`src/rtl/dmaf_pkg.sv`:
```
package dmaf_pkg;
    localparam int BASE_W = 16;
    localparam int ABORT_BIT = 7;

    localparam logic [2:0] REG_ARM  = 3'd0;
    localparam logic [2:0] REG_B0_L = 3'd1;
    localparam logic [2:0] REG_B0_H = 3'd2;
    localparam logic [2:0] REG_B1_L = 3'd3;
    localparam logic [2:0] REG_B1_H = 3'd4;

    typedef enum logic {
        F_IDLE = 1'b0,
        F_BUSY = 1'b1
    } fetch_st_t;
endpackage

```
`src/rtl/dmaf_regs.sv`:
```
module dmaf_regs
    import dmaf_pkg::*;
#(
    parameter int NCH = 5
) (
    input  logic                 clk,
    input  logic                 rst_n,
    input  logic                 wr_en,
    input  logic [2:0]           wr_addr,
    input  logic [7:0]           wr_data,
    input  logic [2:0]           rd_addr,
    output logic [7:0]           rd_data,
    output logic [NCH-1:0]       armed,
    output logic [NCH-1:0]       abort_mask,
    output logic [BASE_W-1:0]    base0,
    output logic [BASE_W-1:0]    base1
);
    typedef struct packed {
        logic [NCH-1:0]    armed;
        logic [BASE_W-1:0] base0;
        logic [BASE_W-1:0] base1;
    } regs_t;

    regs_t r_d, r_q;
    logic  arm_wr;

    always_comb begin
        r_d        = r_q;
        arm_wr     = wr_en && (wr_addr == REG_ARM);
        abort_mask = (arm_wr && wr_data[ABORT_BIT]) ? wr_data[NCH-1:0] : '0;
        if (wr_en) begin
            case (wr_addr)
                REG_ARM: begin
                    if (wr_data[ABORT_BIT]) r_d.armed = r_q.armed & ~wr_data[NCH-1:0];
                    else                    r_d.armed = r_q.armed | wr_data[NCH-1:0];
                end
                REG_B0_L: r_d.base0[7:0]  = wr_data;
                REG_B0_H: r_d.base0[15:8] = wr_data;
                REG_B1_L: r_d.base1[7:0]  = wr_data;
                REG_B1_H: r_d.base1[15:8] = wr_data;
                default: ;
            endcase
        end
    end

    always_comb begin
        case (rd_addr)
            REG_ARM:  rd_data = {{(8-NCH){1'b0}}, r_q.armed};
            REG_B0_L: rd_data = r_q.base0[7:0];
            REG_B0_H: rd_data = r_q.base0[15:8];
            REG_B1_L: rd_data = r_q.base1[7:0];
            REG_B1_H: rd_data = r_q.base1[15:8];
            default:  rd_data = 8'h00;
        endcase
    end

    always_ff @(posedge clk or negedge rst_n) begin
        if (!rst_n) r_q <= '0;
        else        r_q <= r_d;
    end

    assign armed = r_q.armed;
    assign base0 = r_q.base0;
    assign base1 = r_q.base1;
endmodule

```
`src/rtl/dmaf_fetch.sv`:
```
module dmaf_fetch
    import dmaf_pkg::*;
#(
    parameter int NCH        = 5,
    parameter int DESC_BYTES = 8,
    localparam int CW = (NCH > 1) ? $clog2(NCH) : 1,
    localparam int IW = $clog2(DESC_BYTES)
) (
    input  logic              clk,
    input  logic              rst_n,
    input  logic [NCH-1:0]    need,
    input  logic [NCH-1:0]    abort_mask,
    input  logic [BASE_W-1:0] base0,
    input  logic [BASE_W-1:0] base1,
    output logic              mem_req,
    output logic [BASE_W-1:0] mem_addr,
    input  logic              mem_gnt,
    input  logic [7:0]        mem_rdata,
    output logic              st_we,
    output logic [CW-1:0]     st_ch,
    output logic [IW-1:0]     st_idx,
    output logic [7:0]        st_byte,
    output logic              st_done
);
    typedef struct packed {
        fetch_st_t   st;
        logic [CW-1:0] ch;
        logic [IW:0]   issue;
        logic          fly;
        logic [IW-1:0] fly_idx;
    } fetch_t;

    fetch_t f_d, f_q;
    logic            kill;
    logic [NCH-1:0]  cand;
    logic [CW-1:0]   pick;
    logic [BASE_W-1:0] chan_off;
    logic [BASE_W-1:0] chan_base;

    always_comb begin
        f_d  = f_q;
        f_d.fly = 1'b0;
        kill = (f_q.st == F_BUSY) && abort_mask[f_q.ch];

        chan_off  = BASE_W'((int'(f_q.ch) - 1) * DESC_BYTES);
        chan_base = (f_q.ch == '0) ? base0 : base1 + chan_off;
        mem_addr  = chan_base + BASE_W'(f_q.issue);
        mem_req   = (f_q.st == F_BUSY) && (f_q.issue < (IW+1)'(DESC_BYTES)) && !kill;

        st_we   = f_q.fly && !kill;
        st_ch   = f_q.ch;
        st_idx  = f_q.fly_idx;
        st_byte = mem_rdata;
        st_done = st_we && (f_q.fly_idx == IW'(DESC_BYTES - 1));

        cand = need & ~abort_mask;
        pick = '0;
        for (int i = NCH - 1; i >= 0; i--) begin
            if (cand[i]) pick = CW'(i);
        end

        case (f_q.st)
            F_IDLE: begin
                if (|cand) begin
                    f_d.st    = F_BUSY;
                    f_d.ch    = pick;
                    f_d.issue = '0;
                end
            end
            default: begin
                if (kill) begin
                    f_d.st = F_IDLE;
                end else begin
                    if (mem_req && mem_gnt) begin
                        f_d.issue   = f_q.issue + 1'b1;
                        f_d.fly     = 1'b1;
                        f_d.fly_idx = f_q.issue[IW-1:0];
                    end
                    if (st_done) f_d.st = F_IDLE;
                end
            end
        endcase
    end

    always_ff @(posedge clk or negedge rst_n) begin
        if (!rst_n) f_q <= '{st: F_IDLE, default: '0};
        else        f_q <= f_d;
    end
endmodule

```
`src/rtl/dmaf_store.sv`:
```
module dmaf_store #(
    parameter int NCH        = 5,
    parameter int DESC_BYTES = 8,
    localparam int CW = (NCH > 1) ? $clog2(NCH) : 1,
    localparam int IW = $clog2(DESC_BYTES),
    localparam int SW = NCH * DESC_BYTES * 8
) (
    input  logic           clk,
    input  logic           rst_n,
    input  logic           st_we,
    input  logic [CW-1:0]  st_ch,
    input  logic [IW-1:0]  st_idx,
    input  logic [7:0]     st_byte,
    input  logic           st_done,
    input  logic [NCH-1:0] clear_mask,
    output logic [NCH-1:0] valid,
    output logic [SW-1:0]  slots
);
    typedef struct packed {
        logic [NCH-1:0] valid;
        logic [SW-1:0]  data;
    } store_t;

    store_t s_d, s_q;

    always_comb begin
        s_d = s_q;
        if (st_we) begin
            s_d.data[(int'(st_ch) * DESC_BYTES + int'(st_idx)) * 8 +: 8] = st_byte;
        end
        if (st_done) s_d.valid[st_ch] = 1'b1;
        s_d.valid = s_d.valid & ~clear_mask;
    end

    always_ff @(posedge clk or negedge rst_n) begin
        if (!rst_n) s_q <= '0;
        else        s_q <= s_d;
    end

    assign valid = s_q.valid;
    assign slots = s_q.data;
endmodule

```
`src/rtl/dma_arm_fetch.sv`:
```
module dma_arm_fetch
    import dmaf_pkg::*;
#(
    parameter int NCH        = 5,
    parameter int DESC_BYTES = 8,
    localparam int CW = (NCH > 1) ? $clog2(NCH) : 1,
    localparam int IW = $clog2(DESC_BYTES),
    localparam int SW = NCH * DESC_BYTES * 8
) (
    input  logic              clk,
    input  logic              rst_n,
    input  logic              wr_en,
    input  logic [2:0]        wr_addr,
    input  logic [7:0]        wr_data,
    input  logic [2:0]        rd_addr,
    output logic [7:0]        rd_data,
    output logic              mem_req,
    output logic [BASE_W-1:0] mem_addr,
    input  logic              mem_gnt,
    input  logic [7:0]        mem_rdata,
    output logic [NCH-1:0]    desc_valid,
    output logic [SW-1:0]     desc_data
);
    logic [NCH-1:0]    armed;
    logic [NCH-1:0]    abort_mask;
    logic [BASE_W-1:0] base0, base1;
    logic              st_we, st_done;
    logic [CW-1:0]     st_ch;
    logic [IW-1:0]     st_idx;
    logic [7:0]        st_byte;

    dmaf_regs #(.NCH(NCH)) u_regs (
        .clk(clk), .rst_n(rst_n),
        .wr_en(wr_en), .wr_addr(wr_addr), .wr_data(wr_data),
        .rd_addr(rd_addr), .rd_data(rd_data),
        .armed(armed), .abort_mask(abort_mask),
        .base0(base0), .base1(base1)
    );

    dmaf_fetch #(.NCH(NCH), .DESC_BYTES(DESC_BYTES)) u_fetch (
        .clk(clk), .rst_n(rst_n),
        .need(armed & ~desc_valid), .abort_mask(abort_mask),
        .base0(base0), .base1(base1),
        .mem_req(mem_req), .mem_addr(mem_addr),
        .mem_gnt(mem_gnt), .mem_rdata(mem_rdata),
        .st_we(st_we), .st_ch(st_ch), .st_idx(st_idx),
        .st_byte(st_byte), .st_done(st_done)
    );

    dmaf_store #(.NCH(NCH), .DESC_BYTES(DESC_BYTES)) u_store (
        .clk(clk), .rst_n(rst_n),
        .st_we(st_we), .st_ch(st_ch), .st_idx(st_idx),
        .st_byte(st_byte), .st_done(st_done),
        .clear_mask(abort_mask),
        .valid(desc_valid), .slots(desc_data)
    );
endmodule

```
`config.mk`:
```
export PLATFORM = sky130hd
export DESIGN_NAME = dma_arm_fetch
export DESIGN_NICKNAME = d
export VERILOG_FILES = /design/src/rtl/dmaf_pkg.sv /design/src/rtl/dmaf_regs.sv /design/src/rtl/dmaf_fetch.sv /design/src/rtl/dmaf_store.sv /design/src/rtl/dma_arm_fetch.sv
export SDC_FILE = /design/constraint.sdc
export NUM_CORES = 1
export LEC_CHECK = 0
export BUFFER_PORTS_ARGS = -buffer_cell sky130_fd_sc_hd__buf_2
export CELL_PAD_IN_SITES_DETAIL_PLACEMENT = 1
export CELL_PAD_IN_SITES_GLOBAL_PLACEMENT = 1
export CORE_ASPECT_RATIO = 0.5
export CORE_UTILIZATION = 43
export DETAILED_ROUTE_END_ITERATION = 10
export GPL_TIMING_DRIVEN = 0
export PLACE_DENSITY = 0.85
export SETUP_SLACK_MARGIN = 0.3
export SLEW_MARGIN = 10
export SYNTH_ARGS = -nofsm -noshare
export SYNTH_HDL_FRONTEND = slang
export SYNTH_HIERARCHICAL = 1
export SYNTH_SLANG_ARGS = --single-unit
export TNS_END_PERCENT = 30
```
`constraint.sdc`:
```
create_clock -name clk -period 4.6 [get_ports clk]
set_input_delay 0.23 -clock clk [delete_from_list [all_inputs] [get_ports clk]]
set_output_delay 0.23 -clock clk [all_outputs]
set_load 0.01 [all_outputs]
```
==> results.py <==
metrics = {
    "yosys": {
        "synth_area_leaders": "dfrtp_1 (53%), mux2_2 (13%), o31ai_1 (5.0%)",
        "synthXorXnorAreaFrac_pct": 1.19,
        "synth_flop_cell": "dfrtp_1",
        "synth_mux_area_share_pct": 16.2,
        "netlist_area_sq_um": 17500,
        "async_flop_share_pct": 100,
        "synth_top_area_cell": "dfrtp_1",
        "synth_cell_types": 85,
        "syn_inst": 1521,
        "synth-compound-area-share_pct": 12.5,
        "synthSimpleGateAreaFrac_pct": 11.3,
        "yosysWarnings": 6,
        "yosysSeqAreaShare_pct": 53.4,
        "synth.avg_cell_area_sq_um": 11.5,
        "synth_nets": 1570,
        "ys_ff_latch": 374,
        "synth_edf_count": 0,
        "synth_top_cell_area_share_pct": 53.4,
        "synthAdderAreaFrac_pct": 1.73,
        "synth_top_family_by_area": "multiplexers",
    },
    "sta": {
        "period_minus_slack_ps": 4160,
        "finClkSkew_ps": 21.8,
        "rsz0062_at_grt": "true",
        "relSlewSlack_pct": 28.4,
        "slew_violations": 0,
        "hold_violations": 0,
        "worst_slew_pin_slew_ps": 1070,
        "finalCritPeriodShare_pct": 90.5,
        "setup_viol": 0,
        "fmax_ghz": 0.240,
    },
    "critical_path": {
        "critPathLaunchType": "input port",
        "path_class": "in -> reg",
        "reg2reg_depth": 11,
        "crit_family": "simple AND/OR/NAND/NOR gates",
        "worstPathRequired_ps": 5030,
        "r2r_setup_slack_ps": 740,
        "slowest_delay_ps": 550,
        "cp_max_fo": 10,
        "cp_num_buf_inv": 4,
        "crit_path_end_kind": "flip-flop",
        "crit_arrival_ps": 4590,
        "crit_path_cell_trace": "dlygate4sd3_1 > buf_2 > clkbuf_1 > and3_2 > mux4_2 > o2bb2ai_1 > a21boi_1 > nor2b_1 > nand4_1 > or2_2 > buf_1 > o31ai_1",
        "startpoint": "wr_data[7]",
        "r2r-start": "u_fetch/st_ch[0]",
        "crit_slowest_cell": "dlygate4sd3_1",
        "crit_cells": 12,
    },
    "power": {
        "p_int_uw": 7900,
        "comb_power_share_pct": 46.8,
        "clockPowerShare_pct": 22.9,
        "p_switching_uw": 6210,
        "p_seq_share_pct": 30.3,
        "leakage_uw": 0.0109,
        "powerDensity_nw_per_um2": 657,
        "swShare_pct": 44.0,
        "max-vdd-ir-drop_uv": 281,
        "total_power_uw": 14100,
    },
    "cells_and_area": {
        "layout_common_cells": "buf_2 (384), dfrtp_1 (372), mux2_2 (207), o21ai_0 (135), nor2_1 (125)",
        "nFillCells": 4337,
        "n_antenna_cell": 0,
        "final_common_cell": "buf_2",
        "layout.nets": 1982,
        "drive_gt1_share_pct": 39.3,
        "syn_to_final_growth_pct": 22.6,
        "multi_input_area_sq_um": 7550,
        "seq_area_sq_um": 9360,
        "final_util_pct": 54.4,
    },
    "clock_network": {
        "cts_tree": "yes",
        "cts-root-buf": "clkbuf_16",
        "numCtsBuffers": 36,
        "clock_latency_ps": 550,
        "cts.path.max_buffers": 3,
        "clkTransAtPathRegs_ps": 70,
        "h-tree-depth": 2,
        "cts.sinks": 374,
    },
    "detailed_routing": {
        "drt-initial-drc-count": 1292,
        "drt-met1-wl_mm": 25.0,
        "viasPerCell": 5.88,
        "vias": 14619,
        "drt_wl_total_mm": 64.8,
        "wl_met2_mm": 32.1,
        "firstDrtPassIters": 5,
        "drc": 0,
        "final_antenna_net_count": 0,
        "wl_per_cell_um": 26.0,
        "highest_layer": "met4",
        "wl_met3_mm": 3.58,
    },
    "hold_path": {
        "min-delay-start": "wr_data[1]",
        "min_delay_path_depth": 3,
        "min_path_type": "in -> reg",
    },
    "flow_run": {
        "drv_cap": 0,
    },
    "floorplan": {
        "coreArea_sq_um": 39500,
        "num_io_pins": 376,
        "start_util_pct": 44.4,
        "dieArea_sq_um": 41600,
        "row_count": 51,
        "die_w_um": 288,
        "die_h_um": 145,
    },
    "place": {
        "dpl.hpwl_mm": 45.2,
        "portBuffers": 364,
        "gp_congestion": 0.885,
    },
    "grt": {
        "antenna_found_initial": 0,
        "grt_pass1_vias": 15333,
        "grt_max_degree": 108,
        "track_usage_pct": 30.7,
        "grt_overflow": 0,
        "grt_pass1_wl_mm": 96.8,
    },
    "status": {
        "status": "complete, no violations",
    },
}
[cell usage after synthesis, types with 4 or more instances]
cell	instances
nor2b_1	14
o21ai_0	135
mux2_2	207
buf_4	19
o21ai_1	8
dfrtp_1	374
clkbuf_1	62
or3_1	5
o22ai_1	7
nor2_1	128
buf_2	21
buf_6	4
nand3_1	30
o31ai_1	116
buf_1	8
mux2_1	9
nor3_1	6
o41ai_1	4
mux2_4	16
xor2_1	10
nor3b_1	6
inv_1	25
a21oi_1	24
and3_2	5
mux2i_1	13
nor2b_4	5
o211ai_1	5
nand2b_1	13
a31oi_1	8
nand4_1	14
ha_1	21
or2_2	14
nor2_2	14
nand2_1	81
xnor2_1	12
a22oi_1	9
[power groups by stage]
stage | clock network [uW] | registers [uW] | logic [uW]
6_report | 3230 | 4270 | 6600
5_1_grt | 3390 | 4340 | 7010
4_1_cts | 3260 | 4270 | 6440
3_5_place_dp | 0 | 4310 | 6310
3_3_place_gp | 0 | 4280 | 6080
2_1_floorplan | 0 | 4450 | 3710
[state kept, by name (all words and copies together) (netlist names), named ones only]
name / flops
u_store/slots: 320
u_regs/base0: 16
u_regs/base1: 16
u_fetch/f_q: 6
u_store/valid: 5
u_fetch/st_ch: 3
u_fetch/st_idx: 3
[worst min-delay path, cell delays in order]
cell and delay, ps:
buf_2 150, nand2_1 80, mux2i_1 70
[timing repair]
action / 4_1_cts / 5_1_grt
hold buffers: 5 / 0
endpoints found under the setup margin: 7 / 94
setup buffers: 0 / 2
hold endpoints to repair: 89 / 0
gates resized for setup: 9 / 9
pin swaps: 0 / 3
[final timing paths]
check                                      to
setup reg to reg           u_store/slots[301]
max in group asynchronous  u_store/slots[234]
hold / removal                      flip-flop
hold reg to reg            u_store/slots[195]
min in group asynchronous  u_store/slots[203]
setup / recovery           u_store/slots[301]
[cell families (layout without fill, tap and decap cells)]
logic type               Yosys count  after routing
flip-flops                       374            374
AND/OR/NAND/NOR                  371            371
AO/OA/AOI/OAI                    342            342
multiplexers                     247            247
buffers and inverters            141            578
adder cells (fa/ha/maj)           23             23
XOR/XNOR                          23             23
[layout make-up]
| cell class | count | share of cell area [%] |
|---|---|---|
| flip-flops and latches | 374 | 43.6 |
| multi-input cells | 1006 | 35.1 |
| repair buffers | 374 | 9.21 |
| clock buffers | 55 | 5.19 |
| well taps | 530 | 3.09 |
| plain buffers | 114 | 2.62 |
| clock inverters | 8 | 0.705 |
| inverters | 27 | 0.472 |
[metrics by stage]
step	area, sq um	instances	hold slack (ps)	TNS (ps)	setup WS (ps)
floorplan	17500	1521	-65.6	0	1200
global placement	20000	2415	470	-1503440	-4060
detailed placement	20100	2418	258	0	377
CTS	21400	2486	14.0	0	316
global route	21500	2488	27.3	0	237
finish	21500	2488	27.6	0	436
[per-layer routing]
layer / vias to the layer above / track usage [%]
met1: 7550 / 36.7
li1: 6271 / -
met5: - / 0
met4: 0 / 18.7
met2: 553 / 52.3
met3: 245 / 5.56
Note: power is estimated with default switching activity, not from simulation.
